## src/rtl/bank_rotor_pkg.sv

```systemverilog
package bank_rotor_pkg;
  typedef enum logic [1:0] {
    SEL_NONE = 2'd0,
    SEL_D    = 2'd1,
    SEL_E    = 2'd2,
    SEL_F    = 2'd3
  } reg_sel_e;

  localparam logic [3:0] CODE_D = 4'hD;
  localparam logic [3:0] CODE_E = 4'hE;
  localparam logic [3:0] CODE_F = 4'hF;

  localparam logic [7:0] RST_D = 8'h00;
  localparam logic [7:0] RST_E = 8'h80;
  localparam logic [7:0] RST_F = 8'h00;

  localparam int UNLOCK_BIT = 7;
  localparam int ROTATE_BIT = 6;
  localparam int SRAM_BIT   = 7;
  localparam int IDX_LSB    = 4;
endpackage

```

## src/rtl/bank_rotor_cfg.sv

```systemverilog
module bank_rotor_cfg
  import bank_rotor_pkg::*;
#(
  parameter int ADDR_W   = 24,
  parameter int DATA_W   = 16,
  parameter int CFG_SPAN = 16
) (
  input  logic              clk,
  input  logic              rst_n,
  input  logic              wr_en,
  input  logic              wr_word,
  input  logic [ADDR_W-1:0] bus_addr,
  input  logic [DATA_W-1:0] wr_data,
  output logic [7:0]        reg_d,
  output logic [7:0]        reg_e,
  output logic [7:0]        reg_f
);
  localparam int HI_W = ADDR_W - CFG_SPAN;

  reg_sel_e   sel;
  logic       in_region;
  logic       accept;
  logic [7:0] wbyte;
  logic [7:0] d_nxt, e_nxt, f_nxt;
  logic       d_en, e_en, f_en;

  always_comb begin
    in_region = (bus_addr[ADDR_W-1:CFG_SPAN] == {HI_W{1'b0}});
    unique case (bus_addr[11:8])
      CODE_D:  sel = SEL_D;
      CODE_E:  sel = SEL_E;
      CODE_F:  sel = SEL_F;
      default: sel = SEL_NONE;
    endcase
    accept = wr_en && in_region && reg_e[UNLOCK_BIT] && (sel != SEL_NONE);
    if (wr_word || bus_addr[0]) wbyte = wr_data[7:0];
    else                        wbyte = wr_data[15:8];
    d_en  = accept && (sel == SEL_D);
    e_en  = accept && (sel == SEL_E);
    f_en  = accept && (sel == SEL_F);
    d_nxt = wbyte;
    e_nxt = wbyte;
    f_nxt = wbyte;
  end

  always_ff @(posedge clk or negedge rst_n) begin
    if (!rst_n) begin
      reg_d <= RST_D;
      reg_e <= RST_E;
      reg_f <= RST_F;
    end else begin
      if (d_en) reg_d <= d_nxt;
      if (e_en) reg_e <= e_nxt;
      if (f_en) reg_f <= f_nxt;
    end
  end
endmodule

```

## src/rtl/bank_rotor_xlat.sv

```systemverilog
module bank_rotor_xlat #(
  parameter int ADDR_W   = 24,
  parameter int WIN_BITS = 3,
  parameter int OFS_BITS = 18
) (
  input  logic [ADDR_W-1:0]            bus_addr,
  input  logic [WIN_BITS-1:0]          bank_idx,
  input  logic                         rotate,
  output logic [WIN_BITS+OFS_BITS-1:0] phys_addr,
  output logic                         phys_valid
);
  localparam int NWIN  = 1 << WIN_BITS;
  localparam int SPAN  = WIN_BITS + OFS_BITS;
  localparam int TOP_W = ADDR_W - SPAN;

  logic [WIN_BITS-1:0] win_bank [NWIN];
  logic [WIN_BITS-1:0] win_sel;

  for (genvar i = 0; i < NWIN; i++) begin : g_win
    localparam logic [WIN_BITS-1:0] OFFS = WIN_BITS'(i);
    always_comb win_bank[i] = rotate ? (bank_idx + OFFS) : bank_idx;
  end

  always_comb begin
    win_sel    = bus_addr[SPAN-1:OFS_BITS];
    phys_addr  = {win_bank[win_sel], bus_addr[OFS_BITS-1:0]};
    phys_valid = (bus_addr[ADDR_W-1:SPAN] == {TOP_W{1'b0}});
  end
endmodule

```

## src/rtl/bank_rotor_iord.sv

```systemverilog
module bank_rotor_iord #(
  parameter int          ADDR_W  = 24,
  parameter logic [15:0] IO_PAGE = 16'hA130
) (
  input  logic [ADDR_W-1:0] bus_addr,
  input  logic [7:0]        reg_f,
  output logic              io_rd_hit,
  output logic [7:0]        io_rd_data
);
  always_comb begin
    io_rd_hit  = (bus_addr[ADDR_W-1:8] == IO_PAGE);
    io_rd_data = io_rd_hit ? {reg_f[7:4], 4'h0} : 8'h00;
  end
endmodule

```

## src/rtl/bank_rotor_mapper.sv

```systemverilog
module bank_rotor_mapper
  import bank_rotor_pkg::*;
#(
  parameter int ADDR_W   = 24,
  parameter int DATA_W   = 16,
  parameter int WIN_BITS = 3,
  parameter int OFS_BITS = 18
) (
  input  logic                         clk,
  input  logic                         rst_n,
  input  logic                         wr_en,
  input  logic                         wr_word,
  input  logic [ADDR_W-1:0]            bus_addr,
  input  logic [DATA_W-1:0]            wr_data,
  output logic [WIN_BITS+OFS_BITS-1:0] phys_addr,
  output logic                         phys_valid,
  output logic                         sram_map_en,
  output logic                         io_rd_hit,
  output logic [7:0]                   io_rd_data
);
  logic [1:0] rst_sync;
  logic       rst_n_int;
  logic [7:0] cfg_d, cfg_e, cfg_f;

  always_ff @(posedge clk or negedge rst_n) begin
    if (!rst_n) rst_sync <= 2'b00;
    else        rst_sync <= {rst_sync[0], 1'b1};
  end
  assign rst_n_int = rst_sync[1];

  bank_rotor_cfg #(.ADDR_W(ADDR_W), .DATA_W(DATA_W), .CFG_SPAN(16)) u_cfg (
    .clk(clk), .rst_n(rst_n_int), .wr_en(wr_en), .wr_word(wr_word),
    .bus_addr(bus_addr), .wr_data(wr_data),
    .reg_d(cfg_d), .reg_e(cfg_e), .reg_f(cfg_f)
  );

  bank_rotor_xlat #(.ADDR_W(ADDR_W), .WIN_BITS(WIN_BITS), .OFS_BITS(OFS_BITS)) u_xlat (
    .bus_addr(bus_addr),
    .bank_idx(cfg_f[IDX_LSB +: WIN_BITS]),
    .rotate(cfg_e[ROTATE_BIT]),
    .phys_addr(phys_addr), .phys_valid(phys_valid)
  );

  bank_rotor_iord #(.ADDR_W(ADDR_W)) u_iord (
    .bus_addr(bus_addr), .reg_f(cfg_f),
    .io_rd_hit(io_rd_hit), .io_rd_data(io_rd_data)
  );

  assign sram_map_en = cfg_d[SRAM_BIT];
endmodule

```

## config.mk

```make
export PLATFORM = sky130hd
export DESIGN_NAME = bank_rotor_mapper
export DESIGN_NICKNAME = d
export VERILOG_FILES = /design/src/rtl/bank_rotor_pkg.sv /design/src/rtl/bank_rotor_cfg.sv /design/src/rtl/bank_rotor_xlat.sv /design/src/rtl/bank_rotor_iord.sv /design/src/rtl/bank_rotor_mapper.sv
export SDC_FILE = /design/constraint.sdc
export NUM_CORES = 1
export LEC_CHECK = 0
export ABC_CLOCK_PERIOD_IN_PS = 2350
export BUFFER_PORTS_ARGS = -buffer_cell sky130_fd_sc_hd__buf_2
export CORE_MARGIN = 4
export CORE_UTILIZATION = 47
export DETAILED_ROUTE_END_ITERATION = 10
export HOLD_SLACK_MARGIN = 0.15
export PLACE_DENSITY = 0.79
export SLEW_MARGIN = 20
export SYNTH_ARGS = -nofsm -noshare
export SYNTH_HDL_FRONTEND = slang
export SYNTH_HIERARCHICAL = 1
export SYNTH_SLANG_ARGS = --single-unit
```

## constraint.sdc

```tcl
create_clock -name clk -period 2.35 [get_ports clk]
set_clock_uncertainty 0.05 [all_clocks]
set_input_delay 0.47 -clock clk [delete_from_list [all_inputs] [get_ports clk]]
set_output_delay 0.47 -clock clk [all_outputs]
set_load 0.02 [all_outputs]
```

==> reports/metrics.csv <==
metric,value,unit
grt_pass1_wl,3110,um
hold-path-endpoint,rst_sync[1],
netlist_area,900,um^2
yosysWarningCount,6,
finish.instance_area,1120,um^2
grt.total_usage,0.153,
layout-drive-gt1-share,0.577,
path_max_fanout,4,
fin_crit,2.29,ns
reg2reg_from,u_cfg/reg_e[7],
htree_levels,1,
die-area,2680,um^2
crit_path_end_kind,primary output,
antenna_found_initial,0,
fillerInstances,167,
coreArea,1760,um^2
vias,782,
final_cell_mix,"47 x buf_2, 8 x mux2_2, 7 x dfrtp_1, 6 x buf_4, 5 x conb_1",
fp.dieW,51.8,um
p_switching,0.000104,W
ctsLongestPathBuffers,2,
hold_viol_final,0,
r2r_cells,3,
hold_path.class,register to register,
routed_wl,1990,um
grt-ovfl-total,0,
r2r-end,u_cfg/reg_f[5],
final_cells,155,
combPwrFrac,0.257,
regArea,228,um^2
peakVddDrop,437,uV
path_clk_slew,0.06,ns
ioPinCount,76,
max_stage_delay,0.41,ns
crit_slowest_cell,dfrtp_1,
swShare,0.285,
drt_iter0_markers,5,
p_int,0.000261,W
routabilityCongestion,0.729,
synth.avg_cell_area,9.89,um^2
crit_chain,ha_2 -> or2_0 -> and4bb_1 -> a311oi_2 -> xnor2_1 -> buf_4,
viasPerCell,5.05,
timing.reg2reg.setup_slack,0.81,ns
final_common_cell,buf_2,
holdPathStages,0,
grt_pass1_vias,767,
die_h,51.8,um
drtAntennaViolNets,0,
leakage,0.568,nW
power.density,326,nW/um^2
report.final.slew_viol_count,0,
rsz0062_at_grt,yes,
rows,15,
max_freq,436,MHz
clock_latency,0.26,ns
min_from,rst_sync[0],
portBuffers,49,
power_frac_seq,0.431,
wl_per_cell,12.8,um
crit_family,flip-flops,
critical_path_buf_inv_count,1,
dp_hpwl,1610,um
finalSetupViolCount,0,
critPathArrivalTime,1.77,ns
syn_inst,91,
n_antenna_cell,0,
areaGrowthSynthToFinish,24.5,%
setup_tns,0,ns
grt_max_degree,10,
place_area,1020,um^2
final_nets,177,
cts.sinks,9,
path_class,register to primary output,
pwr-share-clk,0.312,
cts-root-buf,clkbuf_4,
dp_cells,145,
cp.required,1.83,ns
period_share,0.975,
firstDrtPassIters,4,
numCtsBuffers,3,
critPathLaunchType,register,
initial_core_util,0.510,
total_power,0.000365,W
max_cap_violations,0,
cts_tree,done,
multi_input_area,513,um^2
drc,0,
outcome,completed,
-- layer usage --
| layer | GRT usage | routed length, um |
|---|---|---|
| met4 | 0.0349 | 8 |
| met1 | 0.164 | 768 |
| met5 | 0 | 0 |
| met3 | 0.0573 | 202 |
| met2 | 0.282 | 1010 |
-- worst max path at each step --
stage,from,endpoint,depth (start not counted),slack (ns)
finish,u_cfg/reg_f[4],phys_addr[20],6,0.06
global route,u_cfg/reg_f[4],phys_addr[20],6,-0.04
CTS,u_cfg/reg_f[4],phys_addr[20],6,0.01
detailed placement,bus_addr[19],u_cfg/reg_f[6],4,0.06
global placement,bus_addr[19],u_cfg/reg_f[5],4,0.09
floorplan,u_cfg/reg_f[4],phys_addr[20],5,0.33
-- stage by stage --
| stage | util | hold slack (ns) | setup WS [ns] |
|---|---|---|---|
| final | 0.635 | 0.303 | 0.0588 |
| after global placement | 0.578 | 0.0537 | 0.0874 |
| after global routing | 0.635 | 0.315 | -0.0395 |
| after floorplan | - | 0.0307 | 0.332 |
| after CTS | 0.621 | 0.308 | 0.0143 |
| after detailed placement | 0.578 | 0.0566 | 0.0596 |
-- state kept, by name, indices dropped and copies added (netlist names) --
signal       count
u_cfg/reg_f      4
rst_sync         2
u_cfg/reg_d      1
u_cfg/reg_e      2
-- power groups by stage --
stage / Combinational [W] / Sequential, W / Clock, W
3_5_place_dp: 0.0000884 / 0.000162 / 0
4_1_cts: 0.0000946 / 0.000157 / 0.000121
6_report: 0.0000938 / 0.000157 / 0.000114
5_1_grt: 0.000103 / 0.000157 / 0.000131
2_1_floorplan: 0.0000778 / 0.000161 / 0
3_3_place_gp: 0.0000854 / 0.000162 / 0
-- cell type report --
type                            instances  share of cell area
Inverter                                3              0.0101
Sequential cell                         9               0.203
Tap cell                               25              0.0279
Multi-Input combinational cell         58               0.458
Clock buffer                            4              0.0235
Timing Repair Buffer                   56               0.277
-- what timing repair did --
item,in CTS,in global routing
pin swaps,2,1
hold buffers,3,0
endpoints found under the hold margin,8,0
gates resized for setup,2,3
setup endpoints to repair,1,2
buffers inserted,2,1
(Power assumes the default switching activity.)
